## config.mk

```make
export PLATFORM = sky130hd
export DESIGN_NAME = regwalk_engine
export DESIGN_NICKNAME = d
export VERILOG_FILES = /design/src/rtl/regwalk_pkg.sv /design/src/rtl/regwalk_apb_master.sv /design/src/rtl/regwalk_patgen.sv /design/src/rtl/regwalk_judge.sv /design/src/rtl/regwalk_engine.sv
export SDC_FILE = /design/constraint.sdc
export NUM_CORES = 1
export LEC_CHECK = 0
export CAP_MARGIN = 20
export CELL_PAD_IN_SITES_DETAIL_PLACEMENT = 1
export CELL_PAD_IN_SITES_GLOBAL_PLACEMENT = 1
export CORE_ASPECT_RATIO = 1.1
export CORE_UTILIZATION = 38
export DETAILED_ROUTE_END_ITERATION = 10
export PLACE_DENSITY = 0.84
export SETUP_SLACK_MARGIN = 0.2
export SLEW_MARGIN = 20
export SYNTH_ARGS = -nofsm -noshare
export SYNTH_HDL_FRONTEND = slang
export SYNTH_SLANG_ARGS = --single-unit
```

## constraint.sdc

```tcl
create_clock -name clk -period 4.5 [get_ports clk]
set_input_delay 0.9 -clock clk [delete_from_list [all_inputs] [get_ports clk]]
set_output_delay 0.9 -clock clk [all_outputs]
set_load 0.02 [all_outputs]
```

## src/rtl/regwalk_pkg.sv

```systemverilog
package regwalk_pkg;

  typedef enum logic [3:0] {
    ST_IDLE,
    ST_SAVE_REQ,
    ST_SAVE_WAIT,
    ST_WR_REQ,
    ST_WR_WAIT,
    ST_RD_REQ,
    ST_RD_WAIT,
    ST_RST_REQ,
    ST_RST_WAIT
  } seq_state_t;

  typedef enum logic [1:0] {
    BUS_IDLE,
    BUS_SETUP,
    BUS_ACCESS
  } bus_state_t;

  typedef enum logic {
    PH_ONE  = 1'b0,
    PH_ZERO = 1'b1
  } walk_phase_t;

endpackage

```

## src/rtl/regwalk_apb_master.sv

```systemverilog
module regwalk_apb_master
  import regwalk_pkg::*;
#(
  parameter int AW = 12,
  parameter int DW = 32
) (
  input  logic          clk,
  input  logic          rst,
  input  logic          req_i,
  input  logic          req_write_i,
  input  logic [AW-1:0] req_addr_i,
  input  logic [DW-1:0] req_wdata_i,
  output logic          ack_o,
  output logic [DW-1:0] rdata_o,
  output logic          psel_o,
  output logic          penable_o,
  output logic          pwrite_o,
  output logic [AW-1:0] paddr_o,
  output logic [DW-1:0] pwdata_o,
  input  logic [DW-1:0] prdata_i,
  input  logic          pready_i
);

  bus_state_t bus_st;

  always_ff @(posedge clk) begin
    if (rst) begin
      bus_st    <= BUS_IDLE;
      psel_o    <= 1'b0;
      penable_o <= 1'b0;
      pwrite_o  <= 1'b0;
      paddr_o   <= '0;
      pwdata_o  <= '0;
      ack_o     <= 1'b0;
      rdata_o   <= '0;
    end else begin
      ack_o <= 1'b0;
      case (bus_st)
        BUS_IDLE: begin
          if (req_i) begin
            psel_o   <= 1'b1;
            pwrite_o <= req_write_i;
            paddr_o  <= req_addr_i;
            pwdata_o <= req_wdata_i;
            bus_st   <= BUS_SETUP;
          end
        end
        BUS_SETUP: begin
          penable_o <= 1'b1;
          bus_st    <= BUS_ACCESS;
        end
        BUS_ACCESS: begin
          if (pready_i) begin
            psel_o    <= 1'b0;
            penable_o <= 1'b0;
            rdata_o   <= prdata_i;
            ack_o     <= 1'b1;
            bus_st    <= BUS_IDLE;
          end
        end
        default: bus_st <= BUS_IDLE;
      endcase
    end
  end

  AST_EN_NEEDS_SEL: assert property (@(posedge clk) disable iff (rst)
    penable_o |-> psel_o);

  AST_SETUP_THEN_ACCESS: assert property (@(posedge clk) disable iff (rst)
    (psel_o && !penable_o) |=> (psel_o && penable_o));

  AST_HOLD_TILL_READY: assert property (@(posedge clk) disable iff (rst)
    (psel_o && penable_o && !pready_i) |=>
      (psel_o && penable_o && $stable(paddr_o) && $stable(pwrite_o) && $stable(pwdata_o)));

endmodule

```

## src/rtl/regwalk_patgen.sv

```systemverilog
module regwalk_patgen
  import regwalk_pkg::*;
#(
  parameter int DW = 32
) (
  input  logic          clk,
  input  logic          rst,
  input  logic          clear_i,
  input  logic          step_i,
  output logic [DW-1:0] pattern_o,
  output walk_phase_t   phase_o,
  output logic          last_o
);

  localparam int IW = (DW > 1) ? $clog2(DW) : 1;
  localparam logic [IW-1:0] TOP_IDX = IW'(DW - 1);

  logic [IW-1:0] idx_q;
  walk_phase_t   phase_q;

  always_ff @(posedge clk) begin
    if (rst || clear_i) begin
      idx_q   <= '0;
      phase_q <= PH_ONE;
    end else if (step_i) begin
      if (idx_q == TOP_IDX) begin
        idx_q   <= '0;
        phase_q <= PH_ZERO;
      end else begin
        idx_q <= idx_q + 1'b1;
      end
    end
  end

  for (genvar b = 0; b < DW; b++) begin : g_bit
    assign pattern_o[b] = (idx_q == IW'(b)) ^ phase_q;
  end

  assign phase_o = phase_q;
  assign last_o  = (phase_q == PH_ZERO) && (idx_q == TOP_IDX);

  AST_W1_SINGLE_SET: assert property (@(posedge clk) disable iff (rst)
    (phase_o == PH_ONE) |-> ($countones(pattern_o) == 1));

  AST_W0_SINGLE_CLR: assert property (@(posedge clk) disable iff (rst)
    (phase_o == PH_ZERO) |-> ($countones(~pattern_o) == 1));

endmodule

```

## src/rtl/regwalk_judge.sv

```systemverilog
module regwalk_judge
  import regwalk_pkg::*;
#(
  parameter int DW = 32
) (
  input  logic          clk,
  input  logic          rst,
  input  logic          clear_i,
  input  logic          chk_i,
  input  logic [DW-1:0] rdata_i,
  input  logic [DW-1:0] pattern_i,
  input  walk_phase_t   phase_i,
  input  logic [DW-1:0] wr_mask_i,
  input  logic [DW-1:0] ign_mask_i,
  output logic          mismatch_o,
  output logic          fail_seen_o,
  output logic [DW-1:0] first_pat_o,
  output logic [DW-1:0] first_rdata_o,
  output logic          first_phase_o
);

  logic [DW-1:0] cmp_bits;
  logic [DW-1:0] diff_bits;

  assign cmp_bits   = wr_mask_i & ~ign_mask_i;
  assign diff_bits  = (rdata_i ^ pattern_i) & cmp_bits;
  assign mismatch_o = |diff_bits;

  always_ff @(posedge clk) begin
    if (rst || clear_i) begin
      fail_seen_o   <= 1'b0;
      first_pat_o   <= '0;
      first_rdata_o <= '0;
      first_phase_o <= 1'b0;
    end else if (chk_i && mismatch_o && !fail_seen_o) begin
      fail_seen_o   <= 1'b1;
      first_pat_o   <= pattern_i;
      first_rdata_o <= rdata_i;
      first_phase_o <= phase_i;
    end
  end

  AST_FIRST_FAIL_KEPT: assert property (@(posedge clk) disable iff (rst)
    (fail_seen_o && !clear_i) |=>
      ($stable(first_pat_o) && $stable(first_rdata_o) && $stable(first_phase_o)));

  AST_FAIL_STICKY: assert property (@(posedge clk) disable iff (rst)
    (fail_seen_o && !clear_i) |=> fail_seen_o);

endmodule

```

## src/rtl/regwalk_engine.sv

```systemverilog
module regwalk_engine
  import regwalk_pkg::*;
#(
  parameter int AW = 12,
  parameter int DW = 32
) (
  input  logic          clk,
  input  logic          rst,
  input  logic          start_i,
  input  logic [AW-1:0] tgt_addr_i,
  input  logic [DW-1:0] wr_mask_i,
  input  logic [DW-1:0] ign_mask_i,
  input  logic          stop_on_err_i,
  output logic          psel_o,
  output logic          penable_o,
  output logic          pwrite_o,
  output logic [AW-1:0] paddr_o,
  output logic [DW-1:0] pwdata_o,
  input  logic [DW-1:0] prdata_i,
  input  logic          pready_i,
  output logic          busy_o,
  output logic          done_o,
  output logic          pass_o,
  output logic [DW-1:0] fail_pat_o,
  output logic [DW-1:0] fail_rdata_o,
  output logic          fail_phase_o
);

  seq_state_t    state_q;
  logic [AW-1:0] addr_q;
  logic [DW-1:0] wmask_q;
  logic [DW-1:0] imask_q;
  logic          stop_q;
  logic [DW-1:0] orig_q;
  logic          done_q;
  logic          pass_q;

  logic          req;
  logic          req_write;
  logic [DW-1:0] req_wdata;
  logic          ack;
  logic [DW-1:0] bus_rdata;

  logic [DW-1:0] pattern;
  walk_phase_t   phase;
  logic          last_pat;
  logic          mismatch;
  logic          fail_seen;

  logic          accept;
  logic          rd_done;
  logic          finish_walk;
  logic          step;

  assign accept      = (state_q == ST_IDLE) && start_i;
  assign rd_done     = (state_q == ST_RD_WAIT) && ack;
  assign finish_walk = last_pat || (stop_q && mismatch);
  assign step        = rd_done && !finish_walk;

  assign req       = (state_q == ST_SAVE_REQ) || (state_q == ST_WR_REQ) ||
                     (state_q == ST_RD_REQ)   || (state_q == ST_RST_REQ);
  assign req_write = (state_q == ST_WR_REQ) || (state_q == ST_RST_REQ);
  assign req_wdata = (state_q == ST_RST_REQ) ? orig_q : pattern;

  always_ff @(posedge clk) begin
    if (rst) begin
      state_q <= ST_IDLE;
      addr_q  <= '0;
      wmask_q <= '0;
      imask_q <= '0;
      stop_q  <= 1'b0;
      orig_q  <= '0;
      done_q  <= 1'b0;
      pass_q  <= 1'b0;
    end else begin
      done_q <= 1'b0;
      case (state_q)
        ST_IDLE: begin
          if (start_i) begin
            addr_q  <= tgt_addr_i;
            wmask_q <= wr_mask_i;
            imask_q <= ign_mask_i;
            stop_q  <= stop_on_err_i;
            pass_q  <= 1'b0;
            state_q <= ST_SAVE_REQ;
          end
        end
        ST_SAVE_REQ: state_q <= ST_SAVE_WAIT;
        ST_SAVE_WAIT: begin
          if (ack) begin
            orig_q  <= bus_rdata;
            state_q <= ST_WR_REQ;
          end
        end
        ST_WR_REQ: state_q <= ST_WR_WAIT;
        ST_WR_WAIT: begin
          if (ack) state_q <= ST_RD_REQ;
        end
        ST_RD_REQ: state_q <= ST_RD_WAIT;
        ST_RD_WAIT: begin
          if (ack) state_q <= finish_walk ? ST_RST_REQ : ST_WR_REQ;
        end
        ST_RST_REQ: state_q <= ST_RST_WAIT;
        ST_RST_WAIT: begin
          if (ack) begin
            done_q  <= 1'b1;
            pass_q  <= !fail_seen;
            state_q <= ST_IDLE;
          end
        end
        default: state_q <= ST_IDLE;
      endcase
    end
  end

  regwalk_apb_master #(.AW(AW), .DW(DW)) u_bus (
    .clk         (clk),
    .rst         (rst),
    .req_i       (req),
    .req_write_i (req_write),
    .req_addr_i  (addr_q),
    .req_wdata_i (req_wdata),
    .ack_o       (ack),
    .rdata_o     (bus_rdata),
    .psel_o      (psel_o),
    .penable_o   (penable_o),
    .pwrite_o    (pwrite_o),
    .paddr_o     (paddr_o),
    .pwdata_o    (pwdata_o),
    .prdata_i    (prdata_i),
    .pready_i    (pready_i)
  );

  regwalk_patgen #(.DW(DW)) u_pat (
    .clk       (clk),
    .rst       (rst),
    .clear_i   (accept),
    .step_i    (step),
    .pattern_o (pattern),
    .phase_o   (phase),
    .last_o    (last_pat)
  );

  regwalk_judge #(.DW(DW)) u_judge (
    .clk           (clk),
    .rst           (rst),
    .clear_i       (accept),
    .chk_i         (rd_done),
    .rdata_i       (bus_rdata),
    .pattern_i     (pattern),
    .phase_i       (phase),
    .wr_mask_i     (wmask_q),
    .ign_mask_i    (imask_q),
    .mismatch_o    (mismatch),
    .fail_seen_o   (fail_seen),
    .first_pat_o   (fail_pat_o),
    .first_rdata_o (fail_rdata_o),
    .first_phase_o (fail_phase_o)
  );

  assign busy_o = (state_q != ST_IDLE);
  assign done_o = done_q;
  assign pass_o = pass_q;

  AST_DONE_ONE_CYCLE: assert property (@(posedge clk) disable iff (rst)
    done_o |=> !done_o);

  AST_DONE_WHEN_IDLE: assert property (@(posedge clk) disable iff (rst)
    done_o |-> !busy_o);

  AST_PASS_HELD: assert property (@(posedge clk) disable iff (rst)
    (!busy_o && !start_i && !done_o) |=> $stable(pass_o));

  AST_ADDR_FIXED: assert property (@(posedge clk) disable iff (rst)
    psel_o |-> (paddr_o == addr_q));

  AST_START_IGNORED: assert property (@(posedge clk) disable iff (rst)
    (busy_o && start_i) |=> $stable(addr_q));

endmodule

```

# Word-level counts from Yosys, hierarchy flattened
# Cells that the tools add are included.
# W data, S select, Z words.
# word_totals
reg_bits	269
latchBits	0
ram_bits	0
romBits	0
inputBits	113
output_inout_bits	115
word_cells	165
n_memories	0
# op_classes
n_addsub	1
multipliers	0
div_mod_pow	0
order_cmp	0
eq_ne	48
n_shift	0
muxes	21
n_bitwise	38
reduce_logical	35
# ops
op	count
$eq A5 B5 Y1 const B	16
$and A32 B32 Y32	2
$eq A5 B4 Y1 const B	8
$pmux W4 S9	1
$mux W32	1
$not A32 Y32	1
$reduce_or A32 Y1	1
$xor A1 B1 Y1	32
$xor A32 B32 Y32	1
$eq A5 B3 Y1 const B	4
$mux W4	5
$eq A4 B3 Y1 const B	4
$reduce_and A2 Y1	7
$eq A5 B2 Y1 const B	2
$eq A4 B2 Y1 const B	2
$ne A2 B1 Y1 const B	4
$logic_and A1 B1 Y1	7
$logic_or A1 B1 Y1	6
$mux W1	6
$ne A2 B2 Y1 const B	3
$pmux W1 S2	3
$pmux W2 S3	1
$reduce_and A3 Y1	2
$reduce_bool A2 Y1	3
other kinds (17)	21

# Longest topological paths before layout
# depth
word_depth	10
depth_mapped	17
depth_no_buf	12

# Modules after synthesis
# A second synthesis with hierarchy kept.
# hier_totals
hier_cells	1392
area_unflattened_um2	12477.0
# by_module_without_submodules
module	instances	cells_each	area_each_um2	seq_area_each_um2
regwalk_engine	1	554	4673.2	2302.2
regwalk_apb_master	1	352	3672.3	1641.6
regwalk_judge	1	371	3268.1	1321.3
regwalk_patgen	1	115	863.3	120.1

# Worst setup path before layout
# OpenSTA, ideal clock, no wires.
# synth_timing
kind	register to register
startpoint	register u_pat.idx_q[0]
endpoint	register u_pat.idx_q[2]
t_arrival_ns	3.315
required_time_ns	4.379
setup_slack_ns	1.064
stages_incl_launch_ff	15
path_buffers	2
cell_sequence	dfxtp_1 ha_1 clkbuf_1 and3_1 ha_1 ha_1 xnor2_1 nor3b_1 a311oi_1 and4_1 nand4_1 or3_1 buf_2 o311a_1 mux2_2
# synth_between
elab_chain_len	9
word_cells_on_any_way	74
classes_between	add/sub (1); eq/ne (31); mux (1); bitwise (34); reduce/logical (7)
# synth_lines
element	line	text
start, declared	regwalk_patgen.sv:18	logic [IW-1:0] idx_q;
start signal, assigned	regwalk_patgen.sv:30	idx_q <= idx_q + 1'b1;
$eq A5 B5 Y1	regwalk_patgen.sv:36	assign pattern_o[b] = (idx_q == IW'(b)) ^ phase_q;
$xor A1 B1 Y1	regwalk_patgen.sv:36	
via pattern[31]	regwalk_engine.sv:44	logic [DW-1:0] pattern;
$xor A32 B32 Y32	regwalk_judge.sv:26	assign diff_bits = (rdata_i ^ pattern_i) & cmp_bits;
$and A32 B32 Y32	regwalk_judge.sv:26	
$reduce_or A32 Y1	regwalk_judge.sv:27	assign mismatch_o = |diff_bits;
$logic_and A1 B1 Y1	regwalk_engine.sv:57	assign finish_walk = last_pat || (stop_q && mismatch);
$logic_or A1 B1 Y1	regwalk_engine.sv:57	
$logic_not A1 Y1	regwalk_engine.sv:58	assign step = rd_done && !finish_walk;
$logic_and A1 B1 Y1	regwalk_engine.sv:58	
# The timed path passes the listed nets, and every way through them passes these cells.
# A chain may end at the register's enable or synchronous reset.

# Worst setup path in the final report
# layout_timing
startpoint	register u_pat.idx_q[1]
endpoint	register u_judge.first_pat_o[21]
# layout_between
elab_chain_len	7
word_cells_on_any_way	69
classes_between	eq/ne (31); bitwise (34); reduce/logical (4)
# layout_lines
element	line	text
$eq A5 B5 Y1	regwalk_patgen.sv:36	
$xor A1 B1 Y1	regwalk_patgen.sv:36	
via pattern[31]	regwalk_engine.sv:44	
$xor A32 B32 Y32	regwalk_judge.sv:26	
$and A32 B32 Y32	regwalk_judge.sv:26	
$reduce_or A32 Y1	regwalk_judge.sv:27	
$logic_and A1 B1 Y1 (2 in series)	regwalk_judge.sv:35	end else if (chk_i && mismatch_o && !fail_seen_o) begin
end signal, assigned	regwalk_judge.sv:37	first_pat_o <= pattern_i;
end, declared	regwalk_judge.sv:17	output logic [DW-1:0] first_pat_o,
# The timed path passes the listed nets, and every way through them passes these cells.

==> reports/metrics.yaml <==
end_kind: "flop"
setup_viol: 0
fin_worst_skew_ns: 0.0128
crit_arrival_ns: 4.31
grt_antenna_before_repair: 1
post-route-min-period_ns: 3.90
firstDrtPassIters: 7
ys_types: 69
fin_util_pct: 50.3
period_share_pct: 86.6
cts_setup_buffers: 0
syn-num-nets: 1608
p_sw_mw: 2.13
drive_above_1_share_pct: 7.25
clkLatencyLatePin_ns: 0.55
cts_buffers: 28
p_leak_nw: 5.24
avgSynthCellArea_sq_um: 8.03
gp_congestion: 0.938
worst_slew_pin_slew_ns: 1.04
power_density_nw_per_um2: 430
cap_violations: 0
grt_pass1_vias: 11768
drc: 0
max-vdd-ir-drop_v: 0.000241
power_frac_seq_pct: 42.5
routed_wl_um: 44300
clock-sinks: 269
p_int_mw: 4.52
grt_max_degree: 109
rows: 67
final_nets: 1768
die-area_sq_um: 32200
fmax_ghz: 0.257
combPwrFrac_pct: 21.0
slew_viol_final: 0
start_util_pct: 39.0
synth_ff_type: "dfxtp_1"
worst_setup_path_start_kind: "flop"
async_flop_share_pct: 0
worst-path-max-fanout: 46
grt_use_total_pct: 27.5
ant_nets: 0
wire_per_inst_um: 21.3
cts_tree: "done"
grt_overflow: 0
switching_share_pct: 32.0
clkTransAtPathRegs_ns: 0.06
die_width_um: 171
synth-edff-count: 0
syn_inst: 1488
final.setup.tns_ns: 0
numPortBuffers: 227
hold_buffers: 0
num_vias: 11749
yosysSeqAreaShare_pct: 45.0
critPathKind: "flop to flop"
cts-root-buf: "clkbuf_16"
syn-cell-area_sq_um: 12000
finalHoldViolCount: 0
worstPathRequired_ns: 4.91
syn_to_final_growth_pct: 29.2
status: "completed"
rsz0062_at_grt: "no"
yosys_warnings: 0
slew-limit-headroom_pct: 30.8
grt_pass1_wl_um: 68700
min_path_type: "flop to flop"
core-area_sq_um: 30700
fillers: 3672
dp_hpwl_um: 31800
p_clk_share_pct: 36.5
ios: 228
clockBufferDepth: 3
drtIter0Drc: 902
ys_ff_latch: 269
cts_max_level: 1
routed_via_density: 5.64
die_y_um: 188
[final cells by class]
class | count | area, sq um | share of cell area (%)
antenna | 1 | 2.50 | 0.0162
sequential | 269 | 5390 | 34.9
tap | 414 | 518 | 3.35
multi-input combinational | 1080 | 6020 | 39.0
clock inverter | 10 | 131 | 0.851
timing repair buffer | 257 | 2500 | 16.2
clock buffer | 40 | 837 | 5.42
inverter | 12 | 45.0 | 0.292
[state kept, by name, indices dropped and copies added (netlist names), 2 cells and up]
register	count
u_bus.pwdata_o	32
state_q	4
imask_q	32
u_judge.first_pat_o	32
orig_q	32
addr_q	12
wmask_q	32
u_bus.rdata_o	32
u_pat.idx_q	5
u_bus.paddr_o	12
u_bus.bus_st	2
u_judge.first_rdata_o	32
[placed cells by master, fill, tap and decap left out, drive strengths merged, types with 10 or more instances in the layout]
cell type,Yosys,layout
o22ai,12,12
a21oi,260,260
clkbuf,100,40
inv,12,12
o211ai,33,33
nand4b,15,15
nand3b,20,20
nor3,12,12
nand2,386,386
dfxtp,269,269
nor2,27,27
and4b,10,10
o21ai,40,40
nor3b,11,11
clkdlybuf4s50,0,226
a211oi,37,37
buf,27,31
xnor2,40,40
nand3,40,40
[metal layers]
| metal | track usage, % | part of all wire [%] |
|---|---|---|
| met1 | 37.9 | 45 |
| met2 | 44.9 | 47 |
| met3 | 2.93 | 5.2 |
| met4 | 8.48 | 2.7 |
| met5 | 0 | 0 |
[through the flow]
step | instance area, sq um | hold slack (ns) | std cells | power [mW] | setup slack (ns)
after floorplan | 12000 | 0.431 | 1488 | 3.70 | 1.06
after global placement | 14500 | 0.436 | 2032 | 4.20 | 0.503
after detailed placement | 14500 | 0.445 | 2032 | 4.26 | 0.327
after CTS | 15400 | 0.453 | 2082 | 6.66 | 0.298
after global routing | 15400 | 0.468 | 2083 | 6.95 | 0.382
final | 15400 | 0.453 | 2083 | 6.65 | 0.602
[worst max-delay path, cell delays in order (launching register included)]
cell      delay (ns)
dfxtp_1         0.44
ha_2            0.37
and3_1          0.22
ha_1            0.30
ha_1            0.32
xnor2_1         0.24
nor3b_1         0.11
a311oi_1        0.24
and4_1          0.21
nand4_1         0.13
or3_4           0.51
buf_4           0.33
a21oi_1         0.24
a211oi_1        0.08
[cells by family after synthesis]
logic type	Yosys count	synth area share, %
AND/OR/NAND/NOR	598	24.7
AO/OA/AOI/OAI	424	20.8
flip-flops	269	45.0
buffers and inverters	139	4.95
XOR/XNOR	45	3.30
adder cells (fa/ha/maj)	7	0.733
multiplexers	6	0.513
[Yosys cell counts (10+ instances only)]
cell type / count / share of area (%)
buf_2: 14 / 0.59
nand2_1: 386 / 12
dfxtp_1: 269 / 45
nor2_1: 27 / 0.85
a211oi_1: 37 / 2.3
and4b_1: 10 / 0.84
nand4b_1: 14 / 1.0
clkbuf_1: 100 / 3.1
nor3b_1: 11 / 0.69
inv_1: 12 / 0.38
o22ai_1: 12 / 0.63
a21oi_1: 260 / 11
nand3_1: 40 / 1.7
o211ai_1: 33 / 2.1
o21ai_0: 39 / 1.6
nand3b_1: 20 / 1.3
nor3_1: 11 / 0.46
xnor2_1: 40 / 2.9
[timing repair]
item,CTS,global route
endpoints found under the setup margin,0,49
gates resized for setup,0,5
endpoints found under the hold margin,0,0
[power by group through the flow]
stage          logic (mW)  clock network [mW]  registers (mW)
2_1_floorplan       0.901                   0            2.79
3_5_place_dp         1.39                   0            2.87
6_report             1.39                2.43            2.83
4_1_cts              1.39                2.45            2.82
5_1_grt              1.53                2.57            2.85
3_3_place_gp         1.35                   0            2.85
[path summary, 6_finish.rpt]
kind	cells past startpoint	to	slack, ns	startpoint
worst max-delay path	13	u_judge.first_pat_o[21]	0.60	u_pat.idx_q[1]
worst min-delay path	2	u_bus.pwdata_o[29]	0.45	u_bus.pwdata_o[29]
worst max register to register	13	u_judge.first_pat_o[21]	0.60	u_pat.idx_q[1]
worst min register to register	2	u_bus.pwdata_o[29]	0.45	u_bus.pwdata_o[29]
Note: power is estimated with default switching activity, not from simulation.
